[src/rtl/opmode_pkg.sv]
package opmode_pkg;
  localparam int MODE_W = 4;

  localparam logic [MODE_W-1:0] MODE_MEAS = 4'b0001;
  localparam logic [MODE_W-1:0] MODE_TEST = 4'b0010;
  localparam logic [MODE_W-1:0] MODE_ADJ  = 4'b0100;
  localparam logic [MODE_W-1:0] MODE_IDLE = 4'b1000;

  // number of set bits in a mode word
  function automatic int unsigned bit_count(input logic [MODE_W-1:0] v);
    int unsigned n;
    n = 0;
    for (int i = 0; i < MODE_W; i++) n += int'(v[i]);
    return n;
  endfunction

  function automatic logic is_legal(input logic [MODE_W-1:0] v);
    return bit_count(v) == 1;
  endfunction

  function automatic logic is_multi(input logic [MODE_W-1:0] v);
    return bit_count(v) > 1;
  endfunction
endpackage

[src/rtl/opmode_btn_edge.sv]
module opmode_btn_edge #(
  parameter int SYNC_STAGES = 2
) (
  input  logic clk,
  input  logic rst_n,
  input  logic btn_in,
  output logic btn_rise
);
  localparam int SH_W = SYNC_STAGES + 1;

  logic [SH_W-1:0] sh_q;

  // the shift register is not cleared by soft reset, so a held button
  // cannot produce a second rising edge
  always_ff @(posedge clk or negedge rst_n) begin
    if (!rst_n) sh_q <= '0;
    else        sh_q <= {sh_q[SH_W-2:0], btn_in};
  end

  assign btn_rise = sh_q[SYNC_STAGES-1] & ~sh_q[SYNC_STAGES];

  // two rises need at least one low synchronized sample between them
  assert_single_rise_R9: assert property (@(posedge clk) disable iff (!rst_n)
    btn_rise |=> !btn_rise);
endmodule

[src/rtl/opmode_mode_core.sv]
module opmode_mode_core
  import opmode_pkg::*;
(
  input  logic              clk,
  input  logic              rst_n,
  input  logic              clr,
  input  logic              cmd_we,
  input  logic [MODE_W-1:0] cmd_wdata,
  output logic [MODE_W-1:0] cmd_rb,
  output logic [MODE_W-1:0] active_mode,
  output logic              mode_err,
  output logic              is_idle
);
  logic legal_write;
  logic multi_write;

  assign legal_write = cmd_we & is_legal(cmd_wdata);
  assign multi_write = cmd_we & is_multi(cmd_wdata);

  always_ff @(posedge clk or negedge rst_n) begin
    if (!rst_n) begin
      cmd_rb      <= MODE_IDLE;
      active_mode <= MODE_IDLE;
      mode_err    <= 1'b0;
    end else if (clr) begin
      cmd_rb      <= MODE_IDLE;
      active_mode <= MODE_IDLE;
      mode_err    <= 1'b0;
    end else if (cmd_we) begin
      cmd_rb <= cmd_wdata;
      if (legal_write) begin
        active_mode <= cmd_wdata;
        mode_err    <= 1'b0;
      end else if (multi_write) begin
        mode_err <= 1'b1;
      end
    end
  end

  assign is_idle = (active_mode == MODE_IDLE);

  assert_onehot_R2: assert property (@(posedge clk) disable iff (!rst_n)
    $countones(active_mode) == 1);

  assert_retain_R3: assert property (@(posedge clk) disable iff (!rst_n)
    (multi_write && !clr) |=> $stable(active_mode));

  assert_err_cause_R3: assert property (@(posedge clk) disable iff (!rst_n)
    $rose(mode_err) |-> $past(multi_write));

  assert_zero_write_R5: assert property (@(posedge clk) disable iff (!rst_n)
    (cmd_we && !clr && cmd_wdata == '0) |=> ($stable(active_mode) && $stable(mode_err)));
endmodule

[src/rtl/opmode_irq.sv]
module opmode_irq (
  input  logic clk,
  input  logic rst_n,
  input  logic set_req,
  input  logic clr_req,
  output logic irq_pend
);
  // a set in the same cycle as a clear wins
  always_ff @(posedge clk or negedge rst_n) begin
    if (!rst_n)       irq_pend <= 1'b0;
    else if (set_req) irq_pend <= 1'b1;
    else if (clr_req) irq_pend <= 1'b0;
  end

  assert_irq_clear_R10: assert property (@(posedge clk) disable iff (!rst_n)
    (clr_req && !set_req) |=> !irq_pend);

  assert_irq_set_R7: assert property (@(posedge clk) disable iff (!rst_n)
    set_req |=> irq_pend);
endmodule

[src/rtl/opmode_ctrl.sv]
module opmode_ctrl
  import opmode_pkg::*;
#(
  parameter int DATA_W      = 16,
  parameter int ADDR_W      = 2,
  parameter int SYNC_STAGES = 2,
  parameter int CMD_OFS     = 0,
  parameter int STAT_OFS    = 1,
  parameter int STYPE_OFS   = 2,
  parameter int CTRL_OFS    = 3
) (
  input  logic              clk,
  input  logic              rst_n,
  input  logic [ADDR_W-1:0] addr,
  input  logic              wr_en,
  input  logic              rd_en,
  input  logic [DATA_W-1:0] wdata,
  output logic [DATA_W-1:0] rdata,
  input  logic              btn_in,
  input  logic              chan_wr_req,
  output logic              chan_wr_gnt,
  output logic              soft_rst,
  output logic              mode_err,
  output logic              irq_n
);
  localparam logic [ADDR_W-1:0] A_CMD   = ADDR_W'(CMD_OFS);
  localparam logic [ADDR_W-1:0] A_STAT  = ADDR_W'(STAT_OFS);
  localparam logic [ADDR_W-1:0] A_STYPE = ADDR_W'(STYPE_OFS);
  localparam logic [ADDR_W-1:0] A_CTRL  = ADDR_W'(CTRL_OFS);
  localparam int CTL_RST_BIT  = 0;
  localparam int CTL_ICLR_BIT = 1;
  localparam int STAT_ERR_BIT = 1;

  logic              wr_cmd, wr_ctrl, host_rst, btn_rise, btn_accept, clr_all;
  logic              irq_clr, irq_pend, is_idle, soft_rst_q;
  logic [MODE_W-1:0] cmd_rb, active_mode;
  logic              unused_wdata_hi;

  assign unused_wdata_hi = ^wdata[DATA_W-1:MODE_W];

  assign wr_cmd     = wr_en & (addr == A_CMD);
  assign wr_ctrl    = wr_en & (addr == A_CTRL);
  assign host_rst   = wr_ctrl & wdata[CTL_RST_BIT];
  assign btn_accept = btn_rise & is_idle;
  assign clr_all    = host_rst | btn_accept;
  assign irq_clr    = host_rst | (wr_ctrl & wdata[CTL_ICLR_BIT])
                    | (rd_en & (addr == A_STAT));

  opmode_btn_edge #(.SYNC_STAGES(SYNC_STAGES)) u_btn (
    .clk      (clk),
    .rst_n    (rst_n),
    .btn_in   (btn_in),
    .btn_rise (btn_rise)
  );

  opmode_mode_core u_mode (
    .clk         (clk),
    .rst_n       (rst_n),
    .clr         (clr_all),
    .cmd_we      (wr_cmd),
    .cmd_wdata   (wdata[MODE_W-1:0]),
    .cmd_rb      (cmd_rb),
    .active_mode (active_mode),
    .mode_err    (mode_err),
    .is_idle     (is_idle)
  );

  opmode_irq u_irq (
    .clk      (clk),
    .rst_n    (rst_n),
    .set_req  (btn_accept),
    .clr_req  (irq_clr),
    .irq_pend (irq_pend)
  );

  always_ff @(posedge clk or negedge rst_n) begin
    if (!rst_n) soft_rst_q <= 1'b0;
    else        soft_rst_q <= clr_all;
  end

  assign soft_rst    = soft_rst_q;
  assign irq_n       = ~irq_pend;
  assign chan_wr_gnt = chan_wr_req & is_idle;

  always_comb begin
    rdata = '0;
    if (rd_en) begin
      unique case (addr)
        A_CMD:   rdata[MODE_W-1:0] = cmd_rb;
        A_STAT:  rdata[STAT_ERR_BIT] = mode_err;
        A_STYPE: rdata[0] = mode_err;
        default: begin
          rdata[MODE_W-1:0] = active_mode;
          rdata[MODE_W]     = irq_pend;
        end
      endcase
    end
  end

  assert_btn_ignored_R8: assert property (@(posedge clk) disable iff (!rst_n)
    (btn_rise && !is_idle && !host_rst) |=> !soft_rst);

  assert_irq_source_R7: assert property (@(posedge clk) disable iff (!rst_n)
    $fell(irq_n) |-> $past(btn_accept));

  assert_reset_state_R11: assert property (@(posedge clk) disable iff (!rst_n)
    soft_rst |-> (is_idle && !mode_err && cmd_rb == MODE_IDLE));

  assert_gnt_idle_R6: assert property (@(posedge clk) disable iff (!rst_n)
    (chan_wr_gnt && !$past(clr_all)) |-> $past(active_mode == MODE_IDLE || legal_idle_wr(wr_cmd, wdata[MODE_W-1:0])));

  function automatic logic legal_idle_wr(input logic we, input logic [MODE_W-1:0] d);
    return we && d == MODE_IDLE;
  endfunction
endmodule

[config.mk]
export PLATFORM = sky130hd
export DESIGN_NAME = opmode_ctrl
export DESIGN_NICKNAME = d
export VERILOG_FILES = /design/src/rtl/opmode_pkg.sv /design/src/rtl/opmode_btn_edge.sv /design/src/rtl/opmode_mode_core.sv /design/src/rtl/opmode_irq.sv /design/src/rtl/opmode_ctrl.sv
export SDC_FILE = /design/constraint.sdc
export NUM_CORES = 1
export LEC_CHECK = 0
export ABC_AREA = 1
export BUFFER_PORTS_ARGS = -buffer_cell sky130_fd_sc_hd__buf_4
export CORE_MARGIN = 2
export CORE_UTILIZATION = 41
export CTS_BUF_LIST = sky130_fd_sc_hd__clkbuf_16
export DETAILED_ROUTE_END_ITERATION = 8
export PLACE_DENSITY = 0.82
export SKIP_LAST_GASP = 1
export SLEW_MARGIN = 20
export SYNTH_ARGS = -nofsm -noshare
export SYNTH_HDL_FRONTEND = slang
export SYNTH_SLANG_ARGS = --single-unit
[constraint.sdc]
create_clock -name clk -period 1.4 [get_ports clk]
set_clock_uncertainty 0.15 [all_clocks]
set_input_delay 0.28 -clock clk [delete_from_list [all_inputs] [get_ports clk]]
set_output_delay 0.28 -clock clk [all_outputs]
set_load 0.01 [all_outputs]
# Word-level counts from Yosys, hierarchy flattened
# Index checks and enable logic that the tools add are counted.
# op_classes
n_addsub	3
order_cmp	1
n_eq_ne	5
muxes	16
n_bitwise	15
n_reduce_logical	9
# ops
operator	count
32-bit by 1-bit adder with 32-bit output	2
32-bit by 1-bit equality test with 1-bit output (second input constant)	1
32-bit by 1-bit > comparator with 1-bit output (second input constant)	1
4-bit two-way mux	5
1-bit bitwise AND	10
1-bit two-way mux	7
1-bit one-hot mux with 3 select lines	2
2-bit nonzero test	3
5-bit two-way mux	1
2-bit equality test (second input constant)	2
4-bit equality test (second input constant)	1
2-bit one-hot mux with 2 select lines	1
2-bit AND reduction	2
1-bit OR	3
3-bit nonzero test	1
3-bit OR reduction	1
1-bit by 1-bit adder with 2-bit output	1
2-bit by 1-bit equality test with 1-bit output (second input constant)	1
2-bit logical NOT	1
1-bit inverter	2
2-bit OR reduction	1
# word_totals
regBits	14
input_bits	24
output_inout_bits	20
word_cells	55

# Logic depth before layout (Yosys ltp)
# logic_depth
word_depth	9
ltp_mapped	12

# Cells and area by module
# Synthesis repeated with hierarchy kept, for this count alone.
# hier_totals
hier_cells	114
hier_area_um2	873.3
# modules_own_cells
module	n_inst	cells_each	area_each_um2	seq_area_each_um2
opmode_mode_core	1	56	473.0	227.7
opmode_ctrl	1	48	275.3	25.0
opmode_btn_edge	1	5	85.1	75.1
opmode_irq	1	5	40.0	25.0

# Worst setup path before layout
# No wires, ideal clock.
# synth_path
path_type	input-to-reg
startpoint	in wdata[0]
endpoint	reg u_mode.active_mode[0]
setup_ps	119
arrival_time_ps	1628
slack_ps	-497
cell_stages	11
path_buffers	0
cell_sequence	ha_1 > inv_1 > fa_1 > inv_1 > ha_1 > inv_1 > nand2_1 > nor2_2 > nand2_4 > nand4_1 > nand2_1
# synth_between
elab_chain_cells	7
elab_cells_between_ends	13
cone_classes	add/sub (3); eq/ne (1); mux (3); bitwise (3); reduce/logical (3)
# synth_lines
item	line_no	rtl
start, declared	opmode_ctrl.sv:17	input logic [DATA_W-1:0] wdata,
1-bit by 1-bit adder with 2-bit output	opmode_pkg.sv:13	for (int i = 0; i < MODE_W; i++) n += int'(v[i]);
32-bit by 1-bit adder with 32-bit output (2 in a row)	opmode_pkg.sv:13	
32-bit by 1-bit equality test with 1-bit output	opmode_pkg.sv:18	return bit_count(v) == 1;
1-bit bitwise AND	opmode_mode_core.sv:17	assign legal_write = cmd_we & is_legal(cmd_wdata);
2-bit nonzero test (no source line)	-	
2-bit AND reduction (no source line)	-	
end signal, assigned	opmode_mode_core.sv:32	active_mode <= cmd_wdata;
end, declared	opmode_mode_core.sv:10	output logic [MODE_W-1:0] active_mode,
# Parallel ways exist; a longest one is shown, timed or not. The select of a mux whose other input is x is not followed.
# A chain may end at the register's enable or synchronous reset.

# Final worst setup path
# layout_path
startpoint	in wdata[0]
endpoint	reg u_mode.active_mode[2]
# The elaborated chain is that of the path after synthesis.

==> results.ini <==
[global_routing]
antenna_found_initial = 0
grt_overflow_total = 0
grt_max_degree = 20
first_global_vias = 781
grt_pass1_wl_um = 3539
track_usage_pct = 18.63

[worst_hold_path]
worst_hold_startpoint = u_btn.sh_q[0]
min_path_type = reg -> reg
hold_path_end = u_btn.sh_q[1]
hold-path-cell-count = 0

[yosys]
synth_warnings = 0
synthesis.area_sq_um = 947.2
synth_top_cell_area_share_pct = 31.70
ys_types = 26
seq_area_frac_synth_pct = 37.25
synth_area_per_cell_sq_um = 8.382
yosys.area.top_type = dfrtp_1
synth_area_leaders = dfrtp_1 (32%), nand4_1 (9.2%), buf_4 (8.7%)
synthCells = 113
ys_ff_latch = 14

[route]
routed_wl_um = 2444
num_vias = 883
dr.pass1.iters = 4
wl_per_cell_um = 13.81
routed_via_density = 4.989
drc = 0
final_antenna_net_count = 0
drtIter0Drc = 28

[clock_network]
clk_latency_ps = 250
clockBufferDepth = 2
cts.sinks = 14
cts_root_buf = clkbuf_16
cts_tree = built
cts-htree-levels = 1
cts_buffers = 3
clk_pin_slew_worst_paths_ps = 40

[timing]
fmax_ghz = 0.5685
layout_min_cycle_time_ps = 1759
hold_slack_ps = 203.3
rsz0062_at_grt = true
hold_violations = 0
setup_viol = 13
finalWorstSetupSlack_ps = -359.0
fin_tns_setup_ps = -2477
period_share_pct = 125.6
drv_slew = 0

[run_status]
violations = setup timing
status = finished, violations left

[floorplanning]
initial_core_util_pct = 43.23
core_sq_mm = 0.002191
pin_count = 44
core.rowCount = 17
dieWidth_um = 52.07
die_h_um = 52.07
die_area_sq_mm = 0.002711

[power]
power.density_mw_per_mm2 = 1257
leakage_nw = 0.7622
worst_ir_drop_vdd_v = 0.0007055

[final_layout]
areaGrowthSynthToFinish_pct = 49.41
multi_input_area_sq_um = 536.8
seqCellArea_sq_um = 352.8
n_fill_cell = 174
drive_above_1_share_pct = 42.28
nets = 178
finalNonFillerCells = 177
fin_util_pct = 64.59
antenna_cells = 0

[worst_setup_path]
crit_type = in -> reg
timing.rr.end = u_mode.cmd_rb[3]
cp.required_ps = 1430
cp_max_fo = 3
rr_startpoint = u_mode.active_mode[3]
worstSetupEndpointType = flip-flop
cp-start-kind = input port
r2r_slack_ps = -90
reg2reg_depth = 8
cp_data_arrival_time_ps = 1790

[place]
place_inst = 164
dpl.hpwl_um = 1582
dp_worst_setup_slack_ps = -679.3
gp_congestion = 0.7671
io_buffers = 20

[run]
max_cap_viol_count = 0

## state kept, by name (all words and copies together), names as in the netlist
signal              flops
u_btn.sh_q              3
soft_rst                1
u_irq.irq_pend          1
u_mode.mode_err         1
u_mode.cmd_rb           4
u_mode.active_mode      4
## layer usage
metal  up-vias  GRT usage, %  wire length, um
li1        429             -                -
met1       395         22.02              897
met2        54         31.43             1328
met3         5         2.586              163
met4         0         11.84               55
met5         -             0                0
## cells in the final DEF (no fill, tap or decap), types with 2 or more instances in the layout
| cell type | synthesis | layout |
|---|---|---|
| buf_4 | 11 | 25 |
| buf_6 | 1 | 3 |
| buf_8 | 0 | 2 |
| clkbuf_16 | 0 | 5 |
| conb_1 | 1 | 11 |
| dfrtp_1 | 12 | 12 |
| dfstp_2 | 2 | 2 |
| dlygate4sd3_1 | 0 | 2 |
| ha_4 | 0 | 2 |
| inv_1 | 17 | 14 |
| inv_2 | 0 | 4 |
| nand2_1 | 15 | 15 |
| nand2_4 | 3 | 3 |
| nand3_1 | 10 | 6 |
| nand3_2 | 2 | 5 |
| nand4_1 | 14 | 14 |
| nor2_1 | 5 | 5 |
| nor2_4 | 2 | 4 |
## layout make-up
type / instances / area share, %
inverter: 18 / 4.951
clock buffer: 3 / 5.305
multi-input combinational: 78 / 37.93
tap: 28 / 2.476
clock inverter: 1 / 0.2653
timing repair buffer: 35 / 24.14
sequential: 14 / 24.93
## per-stage QoR
| stage | total power [mW] | cell area [sq um] |
|---|---|---|
| global placement | 1.032 | 1144 |
| floorplan | 0.8620 | 999.7 |
| global route | 1.869 | 1415 |
| finish | 1.779 | 1415 |
| detailed placement | 1.054 | 1144 |
| CTS | 1.664 | 1310 |
## what timing repair did
item	4_1_cts	5_1_grt
setup endpoints to repair	9	14
hold buffers	2	0
setup buffers	4	2
gates cloned	0	2
endpoints found under the hold margin	15	0
resized for setup	10	10
pin swaps	14	8
## logic make-up (layout without fill, tap and decap cells)
family          after synthesis  in the layout  synth area share [%]
buf+inv                      31             57                 17.83
simple gates                 57             57                 34.61
other cells                   1             11                0.3959
flops                        14             14                 37.25
compound gates                6              6                 3.831
fa+ha+maj                     4              4                 6.077
## synth_stat cells
cell type,n
fa_1,1
nor2_2,3
o211ai_1,1
nand3b_1,1
nand3_2,2
inv_4,1
o22ai_1,1
nand4_1,14
nor2_1,5
buf_2,1
ha_1,3
dfstp_2,2
and3_1,1
conb_1,1
o21ai_1,2
buf_6,1
dfrtp_1,12
buf_4,11
nand3_1,10
inv_1,17
nand2_1,15
nor2_4,2
nand2_4,3
o21bai_1,1
o21ai_0,1
nand2_2,1
## power by group
group / leakage (nW) / switching (mW) / internal [mW]
registers: 0.175 / 0.0718 / 0.514
logic: 0.545 / 0.321 / 0.336
clock network: 0.0423 / 0.160 / 0.377
total: 0.762 / 0.552 / 1.23
## worst max path at each step
stage          startpoint               endpoint  slack, ps  cells past startpoint
2_1_floorplan    wdata[1]  u_mode.active_mode[0]       -460                     11
3_3_place_gp     wdata[1]  u_mode.active_mode[0]       -640                     12
3_5_place_dp     wdata[1]  u_mode.active_mode[1]       -680                     12
4_1_cts          wdata[0]  u_mode.active_mode[0]       -350                     11
5_1_grt          wdata[0]  u_mode.active_mode[0]       -430                     12
6_report         wdata[0]  u_mode.active_mode[2]       -360                     11
## worst max-delay path, cell delays in order
cell	delay (ps)
buf_8	100
ha_4	250
inv_2	30
fa_2	340
inv_2	90
ha_4	200
inv_2	50
nand3b_1	110
nor2_4	150
nand4_1	100
nand2_1	80
No activity file was read; power rests on OpenSTA's default activity.
